==> src/rtl/srate_pkg.sv <==
package srate_pkg;
  localparam int RATE_W    = 16;
  localparam int NUM_RATES = 2;
  localparam logic [RATE_W-1:0] RATE_LO = 16'h1B80;
  localparam logic [RATE_W-1:0] RATE_HI = 16'hBB80;
  localparam int IX_CTRL = 'h2A;

  // index 0: playback, index 1: capture
  function automatic int primary_ix(int n);
    return (n == 0) ? 'h2C : 'h32;
  endfunction

  function automatic int mirror_ix(int n);
    return (n == 0) ? 'h7A : 'h78;
  endfunction

  function automatic logic [RATE_W-1:0] clamp_rate(logic [RATE_W-1:0] v);
    if (v < RATE_LO) return RATE_LO;
    if (v > RATE_HI) return RATE_HI;
    return v;
  endfunction
endpackage

==> src/rtl/srate_decode.sv <==
module srate_decode
  import srate_pkg::*;
#(
  parameter int IDX_W = 7
) (
  input  logic [IDX_W-1:0]     idx,
  input  logic                 vra,
  output logic                 sel_ctrl,
  output logic [NUM_RATES-1:0] sel_rate_rd,
  output logic [NUM_RATES-1:0] sel_rate_wr
);
  assign sel_ctrl = (idx == IDX_W'(IX_CTRL));

  for (genvar n = 0; n < NUM_RATES; n++) begin : g_dec
    logic hit_pri, hit_mir;
    assign hit_pri = (idx == IDX_W'(primary_ix(n)));
    assign hit_mir = (idx == IDX_W'(mirror_ix(n)));
    assign sel_rate_rd[n] = hit_pri | (hit_mir & vra);
    assign sel_rate_wr[n] = (hit_pri | hit_mir) & vra;
  end
endmodule

==> src/rtl/srate_ctrl_reg.sv <==
module srate_ctrl_reg (
  input  logic clk,
  input  logic rst,
  input  logic wr,
  input  logic wbit,
  output logic vra_q,
  output logic clr_evt
);
  assign clr_evt = wr & ~wbit;

  always_ff @(posedge clk) begin
    if (rst)     vra_q <= 1'b0;
    else if (wr) vra_q <= wbit;
  end
endmodule

==> src/rtl/srate_rate_reg.sv <==
module srate_rate_reg
  import srate_pkg::*;
(
  input  logic              clk,
  input  logic              rst,
  input  logic              force_def,
  input  logic              wr,
  input  logic [RATE_W-1:0] wdata,
  output logic [RATE_W-1:0] q
);
  always_ff @(posedge clk) begin
    if (rst || force_def) q <= RATE_HI;
    else if (wr)          q <= clamp_rate(wdata);
  end
endmodule

==> src/rtl/srate_regs.sv <==
module srate_regs
  import srate_pkg::*;
#(
  parameter int IDX_W = 7
) (
  input  logic              clk,
  input  logic              rst,
  input  logic              wr_en,
  input  logic [IDX_W-1:0]  idx,
  input  logic [RATE_W-1:0] wdata,
  output logic [RATE_W-1:0] rdata
);
  logic                 vra_q;
  logic                 clr_evt;
  logic                 sel_ctrl;
  logic [NUM_RATES-1:0] sel_rate_rd;
  logic [NUM_RATES-1:0] sel_rate_wr;
  logic [RATE_W-1:0]    rate_q [NUM_RATES];
  logic [RATE_W-1:0]    pb_rate, cp_rate;

  srate_decode #(.IDX_W(IDX_W)) u_dec (
    .idx(idx), .vra(vra_q), .sel_ctrl(sel_ctrl),
    .sel_rate_rd(sel_rate_rd), .sel_rate_wr(sel_rate_wr)
  );

  srate_ctrl_reg u_ctrl (
    .clk(clk), .rst(rst), .wr(wr_en & sel_ctrl), .wbit(wdata[0]),
    .vra_q(vra_q), .clr_evt(clr_evt)
  );

  for (genvar n = 0; n < NUM_RATES; n++) begin : g_rate
    srate_rate_reg u_rate (
      .clk(clk), .rst(rst), .force_def(clr_evt),
      .wr(wr_en & sel_rate_wr[n]), .wdata(wdata), .q(rate_q[n])
    );
  end

  assign pb_rate = rate_q[0];
  assign cp_rate = rate_q[1];

  always_comb begin
    rdata = '0;
    if (sel_ctrl) rdata = {{(RATE_W-1){1'b0}}, vra_q};
    for (int n = 0; n < NUM_RATES; n++)
      if (sel_rate_rd[n]) rdata = rate_q[n];
  end
endmodule

==> config.mk <==
export PLATFORM = sky130hd
export DESIGN_NAME = srate_regs
export DESIGN_NICKNAME = d
export VERILOG_FILES = /design/src/rtl/srate_pkg.sv /design/src/rtl/srate_decode.sv /design/src/rtl/srate_ctrl_reg.sv /design/src/rtl/srate_rate_reg.sv /design/src/rtl/srate_regs.sv
export SDC_FILE = /design/constraint.sdc
export NUM_CORES = 1
export LEC_CHECK = 0
export ABC_AREA = 1
export BUFFER_PORTS_ARGS = -buffer_cell sky130_fd_sc_hd__buf_4
export CORE_MARGIN = 2
export CORE_UTILIZATION = 50
export CTS_CLUSTER_DIAMETER = 60
export DETAILED_ROUTE_END_ITERATION = 10
export GPL_TIMING_DRIVEN = 1
export HOLD_SLACK_MARGIN = 0.08
export PLACE_DENSITY = 0.73
export SYNTH_ARGS = -nofsm -noshare
export SYNTH_HDL_FRONTEND = slang
export SYNTH_HIERARCHICAL = 1
export SYNTH_SLANG_ARGS = --single-unit
==> constraint.sdc <==
create_clock -name clk -period 4.3 [get_ports clk]
set_input_delay 0.43 -clock clk [delete_from_list [all_inputs] [get_ports clk]]
set_output_delay 0.43 -clock clk [all_outputs]
set_load 0.1 [all_outputs]
==> impl_metrics.csv, run 1 <==
group,metric,value,unit
floorplan,die_h,72.8,um
routing,via_per_inst,5.26,
routing,wl_per_cell,13.6,um
hold_path,hp-class,"in2reg",
setup_path,slowest_delay,0.78,ns
floorplan,start_util,50.8,%
yosys,synth_nets,400,
setup_path,cp.required,3.87,ns
power_and_ir_drop,ir_drop,133,uV
setup_path,crit_path_cell_trace,"buf_4, nor2_2, nand3_2, o21ai_2, nand3_1, nand3_1, buf_4",
flow_run,maxCapViolations,0,
sta,timing.fmax,375,MHz
layout,diodes,0,
global_routing,grt-ovfl-total,0,
yosys,syn-instance-count,374,
floorplan,coreArea,4660,um^2
sta,rsz0062_at_grt,"false",
yosys,seq_area_frac_synth,27.9,%
clock_network,clockBufferDepth,2,
routing,dr.pass1.iters,4,
setup_path,criticalPathCategory,"in2out",
sta,setup_viol,0,
setup_path,cpLargestDelayFamily,"compound AO/OA/AOI/OAI gates",
clock_network,insertion_delay,0.29,ns
yosys,yosys_warnings,6,
setup_path,worstPathArrival,2.24,ns
global_routing,antenna_found_initial,0,
placement,port_buffers,41,
clock_network,ctsHoldBuffers,0,
floorplan,fp-row-count,25,
sta,finalMaxSlewViolations,0,
power_and_ir_drop,p_total,0.000628,W
routing,drc,0,
routing,vias,2411,
sta,max_slew_margin,33.3,%
setup_path,worst-path-buf-inv,2,
floorplan,dieArea,5310,um^2
setup_path,crit_path_end_kind,"output pin",
yosys,syn_area,2370,um^2
sta,min_period,2.67,ns
sta,finalCritPeriodShare,62.1,%
yosys,ys_ff_latch,33,
yosys,synth_area_per_cell,6.34,um^2
global_routing,grt_pass1_wl,10500,um
power_and_ir_drop,p_leak,1.18,nW
sta,hold_viol_final,0,
clock_network,htreeDepth,2,
floorplan,io_pins,42,
setup_path,crit_slowest_cell,"o21ai_2",
routing,ant_nets,0,
yosys,async_reset_ff_share,0,%
sta,fin_setup_tns,0,ns
routing,drt_iter0_markers,174,
setup_path,cp_max_fo,17,
clock_network,cts.sinks,33,
yosys,synth.distinct_cells,22,
outcome,outcome,"completed",
sta,finalClockSkew,0.00366,ns
clock_network,cts_tree,"done",
placement,place.gp.congestion,0.826,
clock_network,worst_setup_hold_path_clk_slew,0.07,ns
layout,drive_above_1_share,28.2,%
yosys,synth_flop_cell,"dfxtp_1",
layout,fin_nets,429,
clock_network,cts_resized,0,
setup_path,startpoint_type,"primary input",
floorplan,die_w,72.8,um
global_routing,grt_usage,25.6,%
yosys,synth_edf_count,0,
clock_network,cts_buffers,5,
global_routing,grt_pass1_vias,2336,
power_and_ir_drop,p_per_area,235,nW/um^2
placement,dp_hpwl,4430,um
clock_network,postCtsSetupRepairBufs,0,
layout,area_delta_synth_final,12.8,%
clock_network,cts_root_buf,"clkbuf_8",
sta,max_slew.worst_pin.slew,1.00,ns
global_routing,grt_max_degree,19,
routing,drt-total-wl,6230,um
-- cells in the mapped netlist (6+ instances only) --
master,n,area share [%]
dfxtp_1,33,28
a21oi_1,36,7.6
nand2_2,16,4.2
buf_2,10,2.1
inv_1,31,4.9
nand3_1,22,4.6
nand2_1,137,22
inv_2,8,1.3
nor2_2,6,1.6
a21oi_2,19,7.0
nand3_2,11,4.6
buf_6,7,3.3
nor2_1,22,3.5
-- flip-flops by register name (all words and copies together) (netlist names) --
register,flops
g_rate.u_rate/q,32
u_ctrl/vra_q,1
-- worst register-to-register path, delay by kind of cell (launching register included) --
kind / cells / cell delay [ns]
buf+inv: 2 / 0.82
compound gates: 2 / 0.31
flops: 1 / 0.43
simple gates: 3 / 0.28
-- logic make-up after synthesis --
family / share of synthesized area (%)
flops: 27.9
simple gates: 43.0
compound gates: 15.8
buf+inv: 13.3
-- stage by stage --
stage          area, um^2  hold WS, ns  std cells  worst slack [ns]  utilization [%]
3_5_place_dp         2590        0.458        450              1.64             55.5
6_report             2670        0.388        458              1.63             57.3
2_1_floorplan        2370        0.440        374              2.09                -
5_1_grt              2670        0.402        458              1.46             57.3
4_1_cts              2670        0.387        458              1.64             57.3
3_3_place_gp         2590        0.452        450              1.71             55.5
-- layout make-up --
type	count	area, um^2
inverters	40	158
well taps	54	67.6
multi-input cells	282	1400
repair buffers	41	308
fillers	474	1990
clock buffers	7	76.3
flip-flops and latches	33	661
clock inverters	1	7.51
-- per-layer routing --
layer	vias to the layer above	share of wire (%)	wire length [um]	global-route usage (%)
li1	1232	-	-	-
met1	1083	45	2790	31.4
met2	82	47	2950	43.3
met3	14	6.1	377	4.83
met4	0	1.8	114	11.5
met5	-	0	0	0
-- cell usage in the layout (no fill, tap or decap), drive strengths merged --
master	n
nand4	2
and3	1
buf	41
clkinvlp	1
nand2	153
dfxtp	33
nand3	33
nor3	5
o21ai	5
inv	40
nor2	28
a21oi	55
clkbuf	7
-- path summary, 6_finish.rpt --
path | start | to | slack [ns] | depth (start not counted)
worst min-delay path | rst | u_ctrl/vra_q | 0.39 | 4
worst max-delay path | idx[0] | rdata[0] | 1.63 | 7
worst max register to register | u_ctrl/vra_q | g_rate[1].u_rate/q[15] | 2.32 | 7
worst min register to register | g_rate[1].u_rate/q[15] | g_rate[1].u_rate/q[15] | 0.47 | 2
-- power breakdown --
group          internal (W)  switching, W  leakage [nW]
clock              0.000115      0.000120        0.0385
sequential         0.000305  0.0000000691         0.266
combinational     0.0000294     0.0000585         0.871
Note: power is estimated with default switching activity, not from simulation.
==> inputs of run 2 (changes only) <==
--- a/config.mk
+++ b/config.mk
@@ -13,7 +13,7 @@
 export DETAILED_ROUTE_END_ITERATION = 10
 export GPL_TIMING_DRIVEN = 1
 export HOLD_SLACK_MARGIN = 0.08
-export PLACE_DENSITY = 0.73
+export PLACE_DENSITY = 0.75
 export SYNTH_ARGS = -nofsm -noshare
 export SYNTH_HDL_FRONTEND = slang
 export SYNTH_HIERARCHICAL = 1
==> constraint.sdc (replaced) <==
create_clock -name clk -period 2.33 [get_ports clk]
set_input_delay 0.233 -clock clk [delete_from_list [all_inputs] [get_ports clk]]
set_output_delay 0.233 -clock clk [all_outputs]
set_load 0.1 [all_outputs]
==> run 2 against run 1 <==
Compared with the run above: sequential power grew 84%; core utilization grew 0.70 points; clock power grew 85%; global-route usage shrank 0.25 points; flip-flop and latch count is the same; total power grew 85%; highest routed layer unchanged; routed wire length shrank 2.2%; via count shrank 0.46%; register-to-register slack lost 1.6 ns; final area grew 1.2%; worst setup slack lost 1.2 ns.
==> impl_metrics.csv, run 2 (same netlist as run 1, synthesis figures left out) <==
group,metric,value,unit
hold_path,min_path_cells,4,
floorplan,io_pins,42,
sta,max_slew.worst_pin.slew,0.643,ns
setup_path,r2r_start,"u_ctrl/vra_q",
setup_path,reg2regPathDepth,7,
clock_network,worst_setup_hold_path_clk_slew,0.06,ns
setup_path,cp_common_cell,"buf_4",
floorplan,coreArea,4660,um^2
routing,drt_iter0_markers,186,
power_and_ir_drop,ir_drop,256,uV
clock_network,cts_resized,0,
layout,layout_commonest_cell,"nand2_1",
setup_path,crit_path_end_kind,"output pin",
layout,reg_top3,"g_rate.u_rate/q (32), u_ctrl/vra_q (1)",
floorplan,dieArea,5310,um^2
clock_network,cts.sinks,33,
placement,dp_hpwl,4350,um
sta,setup_viol,0,
clock_network,cts_tree,"done",
power_and_ir_drop,p_leak,1.20,nW
clock_network,cts_root_buf,"clkbuf_8",
floorplan,die_w,72.8,um
setup_path,criticalPathCategory,"reg2out",
clock_network,htreeDepth,2,
setup_path,crit_slowest_cell,"dfxtp_1",
global_routing,grt-ovfl-total,0,
layout,mostFrequentLayoutCells,"nand2_1, buf_4, a21oi_1",
layout,fin_nets,433,
flow_run,maxCapViolations,0,
setup_path,cp.required,2.10,ns
sta,timing.fmax,520,MHz
floorplan,start_util,50.8,%
hold_path,holdCritStartpoint,"rst",
routing,dr.pass1.iters,4,
global_routing,grt_max_degree,19,
layout,largest_reg_flops,32,
outcome,outcome,"completed",
hold_path,min_to,"u_ctrl/vra_q",
sta,min_period,1.92,ns
clock_network,cts_buffers,5,
setup_path,startpoint_type,"flip-flop",
routing,drt-total-wl,6090,um
sta,timing.hold.ws,0.201,ns
hold_path,hp-class,"in2reg",
setup_path,cp_max_fo,17,
routing,via_per_inst,5.21,
placement,place_area,2620,um^2
global_routing,grt_pass1_wl,10500,um
routing,drc,0,
setup_path,worstReg2RegEnd,"g_rate[1].u_rate/q[15]",
sta,rsz0062_at_grt,"false",
layout,postLayoutCellArea,2710,um^2
clock_network,insertion_delay,0.28,ns
floorplan,fp-row-count,25,
setup_path,crit_path_cell_trace,"inv_1, o21ai_2, buf_4, nand3_2, nand2_2, buf_4",
sta,fin_setup_tns,0,ns
setup_path,r2r_slack,0.71,ns
layout,diodes,0,
global_routing,antenna_found_initial,0,
floorplan,die_h,72.8,um
layout,area_delta_synth_final,14.1,%
clock_network,postCtsSetupRepairBufs,0,
routing,ant_nets,0,
layout,largest-register,"g_rate.u_rate/q",
sta,finalClockSkew,0.00145,ns
layout,drive_above_1_share,29.0,%
sta,finalMaxSlewViolations,0,
global_routing,grt_pass1_vias,2269,
placement,port_buffers,41,
setup_path,worstPathArrival,1.69,ns
placement,place.gp.congestion,0.884,
power_and_ir_drop,p_total,0.00116,W
sta,finalCritPeriodShare,82.6,%
routing,vias,2400,
power_and_ir_drop,p_per_area,429,nW/um^2
global_routing,grt_usage,25.3,%
sta,max_slew_margin,57.1,%
setup_path,slowest_delay,0.40,ns
clock_network,ctsHoldBuffers,0,
clock_network,clockBufferDepth,2,
routing,wl_per_cell,13.2,um
sta,hold_viol_final,0,
==> run 2: worst max-delay path by stage <==
stage                                   to  slack (ns)    startpoint
CTS                              rdata[12]        0.41  u_ctrl/vra_q
finish                           rdata[12]        0.41  u_ctrl/vra_q
global route                     rdata[12]        0.30  u_ctrl/vra_q
global placement                 rdata[12]        0.56        idx[0]
floorplan                         rdata[0]        0.51        idx[1]
detailed placement  g_rate[1].u_rate/q[15]        0.53        idx[1]
==> run 2: routing by layer <==
metal  share of wire [%]  up-vias  track usage, %
met5                   0        -               0
li1                    -     1242               -
met1                  44     1065            32.7
met2                  47       87            42.4
met3                 8.1        6            5.39
met4                 1.1        0            7.82
==> run 2: through the flow <==
step	utilization, %	instances	worst slack (ns)
floorplan	-	374	0.509
global placement	56.2	454	0.561
detailed placement	56.2	454	0.531
CTS	58.0	461	0.414
global route	58.0	461	0.304
finish	58.0	461	0.406
==> run 2: worst max-delay path: cells and delay by family (launching register included) <==
family                 cells  cell delay (ns)
AO/OA/AOI/OAI              1             0.13
buffers and inverters      3             0.66
flip-flops                 1             0.40
AND/OR/NAND/NOR            2             0.22
==> run 2: final cells by class <==
class	instances	area, um^2
multi-input combinational	282	1400
inverter	40	158
sequential	33	661
fill	477	1960
timing repair buffer	45	338
clock buffer	7	86.3
tap	54	67.6
==> run 2: power breakdown <==
group	switching, W	leakage [nW]	total (W)	internal (W)
registers	0.000000101	0.266	0.000564	0.000564
logic	0.000108	0.893	0.000163	0.0000545
clock network	0.000199	0.0443	0.000434	0.000234
